$ cat config.mk
export PLATFORM = sky130hd
export DESIGN_NAME = ks_core
export DESIGN_NICKNAME = d
export VERILOG_FILES = /design/src/rtl/ks_pkg.sv /design/src/rtl/lfsr_stage.sv /design/src/rtl/sum_combiner.sv /design/src/rtl/ks_core.sv
export SDC_FILE = /design/constraint.sdc
export NUM_CORES = 1
export LEC_CHECK = 0
export ABC_CLOCK_PERIOD_IN_PS = 2990
export BUFFER_PORTS_ARGS = -buffer_cell sky130_fd_sc_hd__clkbuf_2
export CAP_MARGIN = 10
export CORE_ASPECT_RATIO = 1.25
export CORE_MARGIN = 1
export CORE_UTILIZATION = 48
export DETAILED_ROUTE_END_ITERATION = 16
export PLACE_DENSITY_LB_ADDON = 0.12
export SLEW_MARGIN = 10
export SYNTH_ARGS = -nofsm -noshare
export SYNTH_HDL_FRONTEND = slang
export SYNTH_SLANG_ARGS = --single-unit
$ cat constraint.sdc
create_clock -name clk_i -period 2.99 [get_ports clk_i]
set_input_delay 0.299 -clock clk_i [delete_from_list [all_inputs] [get_ports clk_i]]
set_output_delay 0.299 -clock clk_i [all_outputs]
set_load 0.05 [all_outputs]
$ cat src/rtl/ks_pkg.sv
package ks_pkg;
  localparam int NUM_REG = 4;
  localparam int REG_LEN [NUM_REG] = '{25, 31, 33, 39};
  localparam int EXP_A   [NUM_REG] = '{20, 24, 28, 36};
  localparam int EXP_B   [NUM_REG] = '{12, 16, 24, 28};
  localparam int EXP_C   [NUM_REG] = '{8, 12, 4, 4};
  localparam int OUT_POS [NUM_REG] = '{24, 24, 32, 32};
  localparam int CW = 2;

  function automatic int reg_base(int k);
    int acc = 0;
    for (int i = 0; i < k; i++) acc += REG_LEN[i];
    return acc;
  endfunction

  localparam int STATE_W = reg_base(NUM_REG);
endpackage

$ cat src/rtl/lfsr_stage.sv
module lfsr_stage #(
  parameter int LEN     = 25,
  parameter int EXP_A   = 20,
  parameter int EXP_B   = 12,
  parameter int EXP_C   = 8,
  parameter int OUT_POS = 24
) (
  input  logic           clk_i,
  input  logic           rst_ni,
  input  logic           load_i,
  input  logic           step_i,
  input  logic [LEN-1:0] load_val_i,
  output logic [LEN-1:0] state_o,
  output logic           bit_o
);
  logic [LEN-1:0] r_q;
  logic           fb;

  assign fb = r_q[LEN-1] ^ r_q[EXP_A-1] ^ r_q[EXP_B-1] ^ r_q[EXP_C-1];

  always_ff @(posedge clk_i or negedge rst_ni) begin
    if (!rst_ni)     r_q <= '0;
    else if (load_i) r_q <= load_val_i;
    else if (step_i) r_q <= {r_q[LEN-2:0], fb};
  end

  assign state_o = r_q;
  assign bit_o   = r_q[OUT_POS];
endmodule

$ cat src/rtl/sum_combiner.sv
module sum_combiner
  import ks_pkg::*;
#(
  parameter int NIN = NUM_REG
) (
  input  logic          clk_i,
  input  logic          rst_ni,
  input  logic          load_i,
  input  logic          step_i,
  input  logic [NIN-1:0] x_i,
  input  logic [CW-1:0] c_load_i,
  input  logic [CW-1:0] p_load_i,
  output logic          ks_o,
  output logic [CW-1:0] c_o,
  output logic [CW-1:0] p_o
);
  localparam int SW = $clog2(NIN + 4);

  logic [CW-1:0] c_q, p_q, c_nx, u, t_p;
  logic [SW-1:0] sum;

  always_comb begin
    sum = SW'(c_q);
    for (int i = 0; i < NIN; i++) sum = sum + SW'(x_i[i]);
  end

  assign ks_o = sum[0];
  assign u    = sum[CW:1];
  // (hi,lo) -> (lo, hi^lo)
  assign t_p  = {p_q[0], p_q[1] ^ p_q[0]};
  assign c_nx = u ^ c_q ^ t_p;

  always_ff @(posedge clk_i or negedge rst_ni) begin
    if (!rst_ni) begin
      c_q <= '0;
      p_q <= '0;
    end else if (load_i) begin
      c_q <= c_load_i;
      p_q <= p_load_i;
    end else if (step_i) begin
      c_q <= c_nx;
      p_q <= c_q;
    end
  end

  assign c_o = c_q;
  assign p_o = p_q;
endmodule

$ cat src/rtl/ks_core.sv
module ks_core
  import ks_pkg::*;
(
  input  logic               clk_i,
  input  logic               rst_ni,
  input  logic               load_i,
  input  logic               step_i,
  input  logic [STATE_W-1:0] lfsr_load_i,
  input  logic [CW-1:0]      carry_load_i,
  input  logic [CW-1:0]      carry_prev_load_i,
  output logic               ks_o,
  output logic [STATE_W-1:0] lfsr_state_o,
  output logic [CW-1:0]      carry_o,
  output logic [CW-1:0]      carry_prev_o
);
  logic [NUM_REG-1:0] tap_bits;

  for (genvar g = 0; g < NUM_REG; g++) begin : g_reg
    localparam int LEN  = REG_LEN[g];
    localparam int BASE = reg_base(g);
    lfsr_stage #(
      .LEN(LEN), .EXP_A(EXP_A[g]), .EXP_B(EXP_B[g]),
      .EXP_C(EXP_C[g]), .OUT_POS(OUT_POS[g])
    ) u_reg (
      .clk_i(clk_i), .rst_ni(rst_ni), .load_i(load_i), .step_i(step_i),
      .load_val_i(lfsr_load_i[BASE +: LEN]),
      .state_o(lfsr_state_o[BASE +: LEN]),
      .bit_o(tap_bits[g])
    );
  end

  sum_combiner #(.NIN(NUM_REG)) u_comb (
    .clk_i(clk_i), .rst_ni(rst_ni), .load_i(load_i), .step_i(step_i),
    .x_i(tap_bits), .c_load_i(carry_load_i), .p_load_i(carry_prev_load_i),
    .ks_o(ks_o), .c_o(carry_o), .p_o(carry_prev_o)
  );
endmodule

* Word level (Yosys, flattened, before mapping)
Index checks and enable logic that the tools add are counted.
** Storage, ports and cells
- Flip-flop bits (word level) :: 132
- Bits in latches :: 0
- Bits in writable memories :: 0
- ROM bits :: 0
- Input port bits :: 136
- Output and inout port bits :: 133
- Memories kept :: 0
** Operators by class
- Add/subtract/negate cells :: 4
- Multipliers :: 0
- Div/mod/pow operators :: 0
- Order comparisons :: 0
- Eq/ne operators :: 0
- Shift-type cells :: 0
- Mux-type cells :: 12
- Bitwise operators :: 15
- Reductions and logical operators :: 1
** Operators by type and width (count)
- 39-bit 2-to-1 mux :: 2
- 33-bit 2-to-1 mux :: 2
- 31-bit 2-to-1 mux :: 2
- 25-bit 2-to-1 mux :: 2
- 1-bit XOR :: 13
- 3-bit by 1-bit adder with 3-bit output :: 3
- 2-bit 2-to-1 mux :: 4
- 2-bit XOR :: 2
- 2-bit by 1-bit adder with 3-bit output :: 1
- 2-bit nonzero test :: 1

* Longest topological paths before layout
Gate-level depths: netlist (run 1).
- Depth in word-level cells :: 8
- Gate-level depth with buffers :: 6

* Hierarchy
A second synthesis (run 1) with hierarchy kept.
** Unflattened totals
- Cells, all modules :: 602
- Area total of the unflattened synthesis :: 6478.7 um2
** Modules (own cells, without submodules)
- lfsr_stage at g_reg[3].u_reg :: times used 1, cells an instance 175, area each 1875.5 um2, seq. area each 975.9 um2
- lfsr_stage at g_reg[2].u_reg :: times used 1, cells an instance 148, area each 1596.5 um2, seq. area each 825.8 um2
- lfsr_stage at g_reg[1].u_reg :: times used 1, cells an instance 140, area each 1491.4 um2, seq. area each 775.7 um2
- lfsr_stage at g_reg[0].u_reg :: times used 1, cells an instance 113, area each 1216.2 um2, seq. area each 625.6 um2
- sum_combiner :: times used 1, cells an instance 26, area each 299.0 um2, seq. area each 100.1 um2

* Worst setup path before layout (run 1)
OpenSTA, ideal clock, no wires.
- Path kind :: register to register
- From :: register g_reg[0].u_reg.r_q[24]
- To :: register u_comb.c_q[0], in the netlist u_comb.c_o[0]
- Library setup time :: 82 ps
- Data arrival time :: 2619 ps
- Path slack :: 289 ps
- Cell stages (with the launch flop) :: 7
- Path buffers :: 0
- Path through :: dfrtp_1 fa_1 fa_1 fa_1 xnor3_1 or3_1 a31oi_1
** Between the ends
- Word-level cells in the longest chain between the ends :: 8
** RTL lines
- start: declaration :: line lfsr_stage.sv:16 : logic [LEN-1:0] r_q;
- start signal: assignment :: line lfsr_stage.sv:23 : else if (load_i) r_q <= load_val_i;
- start signal: assignment :: line lfsr_stage.sv:24 : else if (step_i) r_q <= {r_q[LEN-2:0], fb};
- 2-bit by 1-bit adder with 3-bit output :: line sum_combiner.sv:24 : for (int i = 0; i < NIN; i++) sum = sum + SW'(x_i[i]);
- 3-bit by 1-bit adder with 3-bit output (3 in series) :: line sum_combiner.sv:24
- 2-bit XOR (2 in series) :: line sum_combiner.sv:31 : assign c_nx = u ^ c_q ^ t_p;
- 2-bit 2-to-1 mux :: line sum_combiner.sv:40 : end else if (step_i) begin
- 2-bit 2-to-1 mux :: line sum_combiner.sv:37 : end else if (load_i) begin
- end signal: assignment :: line sum_combiner.sv:38 : c_q <= c_load_i;
- end signal: assignment :: line sum_combiner.sv:41 : c_q <= c_nx;
- end: declaration :: line sum_combiner.sv:19 : logic [CW-1:0] c_q, p_q, c_nx, u, t_p;
Every way passes these cells. The select of a mux whose other input is x is not followed.
A chain may end at the register's enable or synchronous reset.

* Worst setup path in the final report (run 1)
- From :: register g_reg[1].u_reg.r_q[24]
- To :: register u_comb.c_q[0], in the netlist u_comb.c_o[0]
** Between the ends
- Word-level cells in the longest chain between the ends :: 7
** RTL lines (line)
- start: declaration :: lfsr_stage.sv:16
- start signal: assignment :: lfsr_stage.sv:23
- start signal: assignment :: lfsr_stage.sv:24
- 3-bit by 1-bit adder with 3-bit output (3 in series) :: sum_combiner.sv:24
- 2-bit XOR (2 in series) :: sum_combiner.sv:31
- 2-bit 2-to-1 mux :: sum_combiner.sv:40
- 2-bit 2-to-1 mux :: sum_combiner.sv:37
Every way passes these cells. The select of a mux whose other input is x is not followed.

==> results of run 1 <==
[worst paths after layout]
kind	start	end	slack [ns]	cells after the start
max	g_reg[1].u_reg.state_o[24]$_DFFE_PN0P_	u_comb.c_o[0]$_DFFE_PN0P_	0.14	6
min	lfsr_load_i[106]	g_reg[3].u_reg.state_o[17]$_DFFE_PN0P_	0.09	3
max reg2reg	g_reg[1].u_reg.state_o[24]$_DFFE_PN0P_	u_comb.c_o[0]$_DFFE_PN0P_	0.14	6
min reg2reg	g_reg[3].u_reg.state_o[5]$_DFFE_PN0P_	g_reg[3].u_reg.state_o[6]$_DFFE_PN0P_	0.59	2
max in group asynchronous	rst_ni	g_reg[0].u_reg.state_o[21]$_DFFE_PN0P_	1.68	3
min in group asynchronous	rst_ni	g_reg[2].u_reg.state_o[15]$_DFFE_PN0P_	0.45	2
[final cells by class]
class | instances | area share (%)
Tap cell | 168 | 2.53
Clock inverter | 11 | 1.79
Clock buffer | 21 | 5.78
Sequential cell | 132 | 39.8
Multi-Input combinational cell | 416 | 32.3
Inverter | 3 | 0.136
Timing Repair Buffer | 281 | 17.7
[cell usage after synthesis]
master	count
o21ai_0	131
a21oi_1	4
or3_1	1
nand4_1	1
xnor2_1	12
mux2i_1	126
fa_1	3
buf_1	2
nor3b_1	4
xor2_1	1
buf_4	11
nor2_1	1
nand3_1	1
clkbuf_1	25
xnor3_1	1
buf_2	10
a31oi_1	1
a211o_1	1
nand2_1	128
inv_1	3
dfrtp_1	132
[cell usage in the layout, fill, tap and decap left out]
cell	instances
clkbuf_2	265
dfrtp_1	132
o21ai_0	131
nand2_1	128
mux2i_1	126
clkbuf_16	17
xnor2_1	12
buf_4	11
nor3b_1	4
a21oi_1	4
clkbuf_8	4
inv_1	3
fa_1	3
clkinvlp_4	3
bufinv_16	3
buf_6	3
clkinv_4	2
clkinv_2	2
xnor3_1	1
or3_1	1
nor2_1	1
a31oi_1	1
xor2_1	1
a211o_1	1
nand4_1	1
nand3_1	1
inv_6	1
dlygate4sd3_1	1
buf_12	1
[timing repair]
action,4_1_cts,5_1_grt
hold buffers,1,0
hold endpoints to repair,66,0
setup endpoints to repair,0,0
[through the flow]
step | instances | cell area [µm²] | total power (µW) | utilization [%]
after global routing | 1032 | 8310 | 6210 | 65.6
after global placement | 999 | 7670 | 3780 | 60.6
after detailed placement | 999 | 7670 | 3820 | 60.6
final | 1032 | 8310 | 5960 | 65.6
after CTS | 1032 | 8310 | 6020 | 65.6
after floorplan | 599 | 6230 | 3350 | -
[power breakdown]
part / switching [µW] / internal [µW] / total (µW)
Combinational: 1160 / 457 / 1610
Sequential: 186 / 1980 / 2170
Clock: 773 / 1400 / 2170
Total: 2120 / 3840 / 5960
[kinds of logic (layout without fill, tap and decap cells)]
family                     count (synthesis)  after routing  synth area share (%)
AOI/OAI and AO/OA                        137            137                  11.1
and+or+nand+nor                          136            136                  8.54
DFF                                      132            132                  53.0
muxes                                    126            126                  20.2
buffers and inverters                     51            316                  3.94
xor gates and xnor gates                  14             14                  2.19
adders and majority gates                  3              3                 0.964
[per-layer routing]
metal	vias up	GRT usage, %	wire [µm]
met5	-	0	0
met3	25	6.64	1070
met2	187	42.3	8130
li1	2570	-	-
met4	0	10.0	298
met1	2519	29.9	6770
[worst max-delay path: stages, from the launching register on]
cell	delay, ns
dfrtp_1	0.42
fa_1	0.48
fa_1	0.40
fa_1	0.54
xnor3_1	0.42
or3_1	0.33
a31oi_1	0.18
[sequential cells by signal, summed over array words and instances (netlist names)]
register and count:
u_comb.p_o 2, u_comb.c_o 2, g.u_reg.state_o 128
==> results.toml, run 1 <==
[critical_path]
critPathRequiredTime_ns = 3.32
timing.critical_path.from_type = "flip-flop"
worst_ep_arrival_time_ns = 3.18
cp_max_fo = 4
end_kind = "flip-flop"
criticalPathCategory = "reg2reg"

[logic_synthesis]
post_synthesis_cell_type_with_the_largest_combined_area = "dfrtp_1"
netlist.area_leader.share_pct = 53.0
postSynthNetCount = 738
avgSynthCellArea_um2 = 10.4
netlist_area_before_placement_um2 = 6230
count_of_cell_types_in_the_netlist = 21
synth_warnings = 0
synth.yosys.seq_area_share_pct = 53.0
yosys_register_bits = 132
synth_area_leaders = "dfrtp_1 53%, mux2i_1 20%, o21ai_0 11%"
netlist_instances = 599

[clock_tree]
clock_sink_count = 132
clock_tree.htree_level_count = 4
cts.root.buffer_cell = "clkbuf_16"
cts_tree = "yes"
clk_pin_slew_worst_paths_ns = 0.06
max-clock-path-buffers = 2
cts_made_buffers = 17
cts_setup_buffers = 0
clk-insertion-delay-late_ns = 0.41
post_cts_resize_count = 0

[power]
max-vdd-ir-drop_mv = 0.334
p_leak_uw = 0.00439
power.density_nw_per_um2 = 717

[drt]
dr.pass1.iters = 4
detail-route-antenna-nets = 0
wire_per_inst_um = 15.8
detailroute.via_count = 5301
drt_first_iter_violations = 324
drt-vias-per-instance = 5.14
drc_errors = 0
wirelength_um = 16300

[sta]
grt_setup_unrepaired = "false"
final_period_minus_worst_setup_slack_ns = 2.85
fmax_mhz = 351
max_slew_margin_pct = 57.2
worstMarginPinSlew_ns = 0.642
final-setup-viol-count = 0
clock-skew-final_ns = 0.00751
final_critical_path_setup_slack_ns = 0.141
final_max_tran_viols = 0
final_hold_viol_count = 0
finalHoldWorstSlack_ns = 0.0891
final.period_utilization_pct = 95.3
finalSetupTns_ns = 0

[floorplanning]
row_count = 46
dieArea_um2 = 13400
floorplan.io_pins = 269
starting_density_pct = 49.2
die-height_um = 129
core_region_area_um2 = 12700
fp.dieW_um = 104

[placement]
pre_cts_slack_ns = 0.123
gp_routability_congestion = 0.809
port-buffer-count = 268
hpwlAfterDp_um = 11700

[final_layout]
drive_above_1_share_pct = 36.1
fillCellCount = 1037
n_antenna_cell = 0
area_overhead_of_the_layout_relative_to_synthesis_pct = 33.4
area_of_all_sequential_standard_cells_um2 = 3300
multiInputGateArea_um2 = 2680
finish.net_count = 990

[grt]
globalRoute.totalOverflow = 0
grt_antenna_before_repair = 0
grt_first_pass_wirelength_um = 26200
grt_use_total_pct = 24.7
maximum_number_of_pins_on_one_net_before_global_route_repair = 100
first_global_vias = 5236

[worst_hold_path]
timing.hold.worst.class = "in2reg"

[run]
timing.max_cap.violations = 0

[status]
run_status = "completed"
(Power assumes the default switching activity.)
==> inputs of run 2 (changes only) <==
--- a/config.mk
+++ b/config.mk
@@ -10,10 +10,11 @@
 export CAP_MARGIN = 10
 export CORE_ASPECT_RATIO = 1.25
 export CORE_MARGIN = 1
-export CORE_UTILIZATION = 48
+export CORE_UTILIZATION = 49
 export DETAILED_ROUTE_END_ITERATION = 16
 export PLACE_DENSITY_LB_ADDON = 0.12
 export SLEW_MARGIN = 10
 export SYNTH_ARGS = -nofsm -noshare
 export SYNTH_HDL_FRONTEND = slang
+export SYNTH_HIERARCHICAL = 1
 export SYNTH_SLANG_ARGS = --single-unit
==> results.toml, run 2 <==
[logic_synthesis]
netlist_instances = 602
synth_enable_flop_cells = 0
synth_top_cells_by_count = "132 x dfrtp_1, 127 x nand2_1, 126 x mux2i_1"
avgSynthCellArea_um2 = 10.8
netlist_area_before_placement_um2 = 6480
synth_top_flop_cell = "dfrtp_1"
netlist.area_leader.share_pct = 51.0
synth_area_leaders = "dfrtp_1 51%, mux2i_1 19%, o21ai_1 9.1%"
yosys_register_bits = 132
synth.yosys.seq_area_share_pct = 51.0
count_of_cell_types_in_the_netlist = 28
postSynthNetCount = 741
asr_flop_ratio_synth_pct = 100
post_synthesis_cell_type_with_the_largest_combined_area = "dfrtp_1"
synth_warnings = 6
most_repeated_cell_in_the_gate_level_netlist_after_synthesis = "dfrtp_1"

[drt]
detailroute.via_count = 5188
drt-vias-per-instance = 5.04
dr_wl_met2_um = 7560
wl_met3_um = 1110
routed.top_layer = "met4"
wire_per_inst_um = 15.1
dr.pass1.iters = 4
metal_1_wl_um = 6470
drc_errors = 0
wirelength_um = 15600
detail-route-antenna-nets = 0
drt_first_iter_violations = 226

[clock_tree]
cts.root.buffer_cell = "clkbuf_16"
clock_sink_count = 132
cts_tree = "yes"
cts_made_buffers = 17
max-clock-path-buffers = 2
clk_pin_slew_worst_paths_ns = 0.06
clock_tree.htree_level_count = 4
clk-insertion-delay-late_ns = 0.41

[power]
power_report.internal_total_uw = 3880
max-vdd-ir-drop_mv = 0.439
p_sw_uw = 2110
combinational_cell_fraction_of_total_power_pct = 27.1
switching_share_pct = 35.3
power.density_nw_per_um2 = 717
sequentialPowerShare_pct = 36.1
power_frac_clock_pct = 36.8
p_leak_uw = 0.00442

[critical_path]
timing.critical_path.from_type = "flip-flop"
criticalPathCategory = "reg2reg"
r2r_start = "g_reg[0].u_reg/state_o[24]$_DFFE_PN0P_"
crit_start = "g_reg[0].u_reg/state_o[24]$_DFFE_PN0P_"
worst_ep_arrival_time_ns = 3.00
cp_max_fo = 4
critPathRequiredTime_ns = 3.31
end_kind = "flip-flop"

[worst_hold_path]
hp-start = "lfsr_load_i[92]"
timing.hold.worst.class = "in2reg"

[final_layout]
fillCellCount = 1098
max_reg_flops = 128
layout.cells.non_filler = 1030
n_antenna_cell = 0
mostFrequentLayoutCells = "265 x clkbuf_2, 132 x dfrtp_1, 127 x nand2_1, 126 x mux2i_1, 118 x o21ai_1"
finish.net_count = 989
area_overhead_of_the_layout_relative_to_synthesis_pct = 29.0
layout_commonest_cell = "clkbuf_2"
drive_above_1_share_pct = 36.1

[placement]
gp_routability_congestion = 0.821
port-buffer-count = 268
dp.cells = 998
hpwlAfterDp_um = 11000

[grt]
grt_antenna_before_repair = 1
grt_use_total_pct = 23.1
grt_first_pass_wirelength_um = 24600
maximum_number_of_pins_on_one_net_before_global_route_repair = 102
first_global_vias = 5094
globalRoute.totalOverflow = 0

[floorplanning]
die-height_um = 131
row_count = 46
core_region_area_um2 = 12800
floorplan.io_pins = 269
fp.dieW_um = 105
dieArea_um2 = 13700
starting_density_pct = 50.7

[sta]
final.period_utilization_pct = 89.6
final_hold_viol_count = 0
final_max_tran_viols = 0
final_period_minus_worst_setup_slack_ns = 2.68
fmax_mhz = 373
finalSetupTns_ns = 0
max_slew_margin_pct = 46.7
final-setup-viol-count = 0
clock-skew-final_ns = 0.00746
worstMarginPinSlew_ns = 0.800
grt_setup_unrepaired = "false"

[status]
run_status = "completed"

[run]
timing.max_cap.violations = 0
## run 2: cell types whose count changed after synthesis, moves of 2 or more
| cell | before | now |
|---|---|---|
| buf_1 | 2 | 0 |
| buf_12 | 0 | 6 |
| buf_4 | 11 | 9 |
| buf_6 | 0 | 5 |
| buf_8 | 0 | 6 |
| clkbuf_1 | 25 | 11 |
| nand2b_1 | 0 | 4 |
| nor3b_1 | 4 | 1 |
| nor3b_2 | 0 | 3 |
| o21ai_0 | 131 | 12 |
| o21ai_1 | 0 | 118 |
| xnor2_1 | 12 | 4 |
| xor2_1 | 1 | 9 |
## run 2: cells by family (layout without fill, tap and decap cells)
group	Yosys count	after routing	synth area share (%)
AOI/OAI and AO/OA	137	137	10.7
and+or+nand+nor	139	139	8.77
buffers and inverters	51	311	7.03
muxes	126	126	19.5
DFF	132	132	51.0
adders and majority gates	3	3	0.927
xor gates and xnor gates	14	14	2.11
## run 2: metal layers
metal | up-vias | track usage, %
met1 | 2404 | 28.2
met4 | 0 | 10.7
met5 | - | 0
li1 | 2563 | -
met3 | 29 | 7.64
met2 | 192 | 37.4
## run 2: path summary, 6_finish.rpt
kind | endpoint | cells after the start | slack [ns]
min in group asynchronous | g_reg[2].u_reg/state_o[12]$_DFFE_PN0P_ | 2 | 0.49
worst max-delay path | u_comb/c_o[0]$_DFFE_PN0P_ | 6 | 0.31
max in group asynchronous | g_reg[2].u_reg/state_o[4]$_DFFE_PN0P_ | 3 | 1.70
worst min register to register | g_reg[3].u_reg/state_o[28]$_DFFE_PN0P_ | 2 | 0.58
worst max register to register | u_comb/c_o[0]$_DFFE_PN0P_ | 6 | 0.31
worst min-delay path | g_reg[3].u_reg/state_o[3]$_DFFE_PN0P_ | 3 | 0.09
## run 2: final cells by class
cell class | count | area [µm²] | share of cell area [%]
clock buffer | 20 | 457 | 5.46
clock inverter | 11 | 176 | 2.11
inverter | 3 | 25.0 | 0.299
multi-input combinational | 419 | 2720 | 32.5
sequential | 132 | 3300 | 39.5
tap | 168 | 210 | 2.51
timing repair buffer | 277 | 1470 | 17.6
## run 2: power by group through the flow
stage          clock [µW]  combinational [µW]  sequential [µW]
4_1_cts              2260                1640             2170
6_report             2210                1620             2160
3_3_place_gp            0                1610             2190
5_1_grt              2340                1730             2200
3_5_place_dp            0                1630             2200
2_1_floorplan           0                 565             2830
## run 2: what timing repair did
item | CTS | global route
buffers inserted | 0 | 0
resized for setup | 0 | 0
endpoints found under the hold margin | 83 | 0
hold buffers | 1 | 0
## run 2: worst max-delay path: stages (launching register included)
cell,delay [ns]
dfrtp_1,0.44
fa_1,0.51
fa_1,0.40
fa_1,0.52
xnor3_1,0.22
or3_1,0.31
a31oi_1,0.19
## run 2: through the flow
stage          power (µW)  hold slack, ns  utilization, %  worst slack, ns  cell area [µm²]
6_report             5990          0.0944            65.4            0.310             8360
5_1_grt              6270          0.0928            65.4            0.183             8360
4_1_cts              6060          0.0815            65.4            0.284             8360
3_5_place_dp         3830           0.408            60.4            0.321             7720
3_3_place_gp         3800           0.399            60.4            0.392             7720
2_1_floorplan        3400         0.00341               -            0.451             6480
==> inputs of run 3 (changes only) <==
--- a/config.mk
+++ b/config.mk
@@ -13,6 +13,7 @@
 export CORE_UTILIZATION = 49
 export DETAILED_ROUTE_END_ITERATION = 16
 export PLACE_DENSITY_LB_ADDON = 0.12
+export RECOVER_POWER = 50
 export SLEW_MARGIN = 10
 export SYNTH_ARGS = -nofsm -noshare
 export SYNTH_HDL_FRONTEND = slang
==> results.toml, run 3 (synthesis gave the netlist of run 2 again) <==
[sta]
clock-skew-final_ns = 0.00826
finalHoldWorstSlack_ns = 0.0885
final_hold_viol_count = 0
final_period_minus_worst_setup_slack_ns = 2.69
fmax_mhz = 372
max_slew_margin_pct = -42.9
final_max_tran_viols = 186
grt_setup_unrepaired = "false"
final-setup-viol-count = 0
finalSetupTns_ns = 0
worstMarginPinSlew_ns = 2.14
final.period_utilization_pct = 89.9

[drt]
drc_errors = 0
detail-route-antenna-nets = 0
drt_first_iter_violations = 190
dr.pass1.iters = 4
drt-vias-per-instance = 5.05
detailroute.via_count = 5205
wirelength_um = 15500
wire_per_inst_um = 15.1

[run]
timing.max_cap.violations = 2

[floorplanning]
fp.dieW_um = 105
floorplan.io_pins = 269
starting_density_pct = 50.7
core_region_area_um2 = 12800
dieArea_um2 = 13700
row_count = 46
die-height_um = 131

[grt]
grt_use_total_pct = 23.1
grt_first_pass_wirelength_um = 24600
globalRoute.totalOverflow = 0
grt_antenna_before_repair = 1
first_global_vias = 5094
maximum_number_of_pins_on_one_net_before_global_route_repair = 102

[clock_tree]
cts_made_buffers = 17
clk-insertion-delay-late_ns = 0.41
clk_pin_slew_worst_paths_ns = 0.06
cts.root.buffer_cell = "clkbuf_16"
clock_sink_count = 132
post_cts_resize_count = 0
cts_setup_buffers = 0
cts_tree = "yes"
max-clock-path-buffers = 2
clock_tree.htree_level_count = 4

[critical_path]
cp_max_fo = 4
end_kind = "flip-flop"
critPathRequiredTime_ns = 3.31
setup.reg_to_reg.worst_slack_ns = 0.30
worst_ep_arrival_time_ns = 3.00
critical_path.reg2reg.endpoint = "u_comb/c_o[0]$_DFFE_PN0P_"
timing.reg2reg.worst_path_depth = 6
timing.critical_path.from_type = "flip-flop"
r2r_start = "g_reg[0].u_reg/state_o[24]$_DFFE_PN0P_"
criticalPathCategory = "reg2reg"

[final_layout]
design_area_um2 = 8310
max_reg_flops = 128
n_antenna_cell = 0
layout_commonest_cell = "clkbuf_2"
area_overhead_of_the_layout_relative_to_synthesis_pct = 28.3
mostFrequentLayoutCells = "268 x clkbuf_2, 132 x dfrtp_1, 127 x nand2_1, 126 x mux2i_1, 110 x o21ai_0"
drive_above_1_share_pct = 35.5
layout.cells.non_filler = 1030
finish.net_count = 989

[worst_hold_path]
hold-path-endpoint = "g_reg[3].u_reg/state_o[3]$_DFFE_PN0P_"
whs_path_depth = 3
hp-start = "lfsr_load_i[92]"
timing.hold.worst.class = "in2reg"

[power]
max-vdd-ir-drop_mv = 0.439
power.density_nw_per_um2 = 718
power.total_uw = 5970
p_leak_uw = 0.00440

[placement]
hpwlAfterDp_um = 11000
gp_routability_congestion = 0.821
detailed_place.area_um2 = 7720
dp.cells = 998
port-buffer-count = 268

[status]
run_status = "complete, but fails checks"
violations = "capacitance limit, slew limit"
[run 3: cell count changes in the layout (fill, tap and decap cells not counted), sizes merged]
| cell | previous run | this run |
|---|---|---|
| clkbuf | 285 | 291 |
| buf | 11 | 5 |
[run 3: worst max-delay path by stage]
stage | from | to | slack, ns | cells past startpoint
after floorplan | g_reg[0].u_reg/state_o[24]$_DFFE_PN0P_ | u_comb/c_o[0]$_DFFE_PN0P_ | 0.45 | 6
after global placement | g_reg[0].u_reg/state_o[24]$_DFFE_PN0P_ | u_comb/c_o[0]$_DFFE_PN0P_ | 0.39 | 6
after detailed placement | g_reg[0].u_reg/state_o[24]$_DFFE_PN0P_ | u_comb/c_o[0]$_DFFE_PN0P_ | 0.32 | 6
after CTS | g_reg[0].u_reg/state_o[24]$_DFFE_PN0P_ | u_comb/c_o[0]$_DFFE_PN0P_ | 0.28 | 6
after global routing | g_reg[0].u_reg/state_o[24]$_DFFE_PN0P_ | u_comb/c_o[0]$_DFFE_PN0P_ | 0.18 | 6
final | g_reg[0].u_reg/state_o[24]$_DFFE_PN0P_ | u_comb/c_o[0]$_DFFE_PN0P_ | 0.30 | 6
[run 3: timing repair]
action | in CTS | in global routing
hold endpoints to repair | 83 | 0
setup endpoints to repair | 0 | 0
hold buffers | 1 | 0
[run 3: routing by layer]
layer / part of all wire (%) / up-vias / track usage [%]
li1: - / 2560 / -
met1: 41 / 2400 / 28.2
met2: 49 / 211 / 37.4
met3: 7.2 / 34 / 7.64
met4: 2.8 / 0 / 10.7
met5: 0 / - / 0
[run 3: critical path: stages (launching register included)]
cell	delay, ns
dfrtp_1	0.44
fa_1	0.51
fa_1	0.40
fa_1	0.52
xnor3_1	0.22
or3_1	0.32
a31oi_1	0.20
[run 3: final cells by class]
type                            instances  area, µm²
Clock buffer                           20        457
Clock inverter                         11        176
Fill cell                            1105       4470
Inverter                                3       25.0
Multi-Input combinational cell        419       2710
Sequential cell                       132       3300
Tap cell                              168        210
Timing Repair Buffer                  277       1430
[run 3: report_power, final]
part	switching [µW]	leakage (µW)	internal, µW
combinational	1150	0.00250	442
clock	772	0.000295	1440
sequential	181	0.00160	1980
[run 3: per-stage QoR]
step / worst slack, ns / utilization (%)
floorplan: 0.451 / -
global placement: 0.392 / 60.4
detailed placement: 0.321 / 60.4
CTS: 0.284 / 65.4
global route: 0.183 / 65.0
finish: 0.301 / 65.0
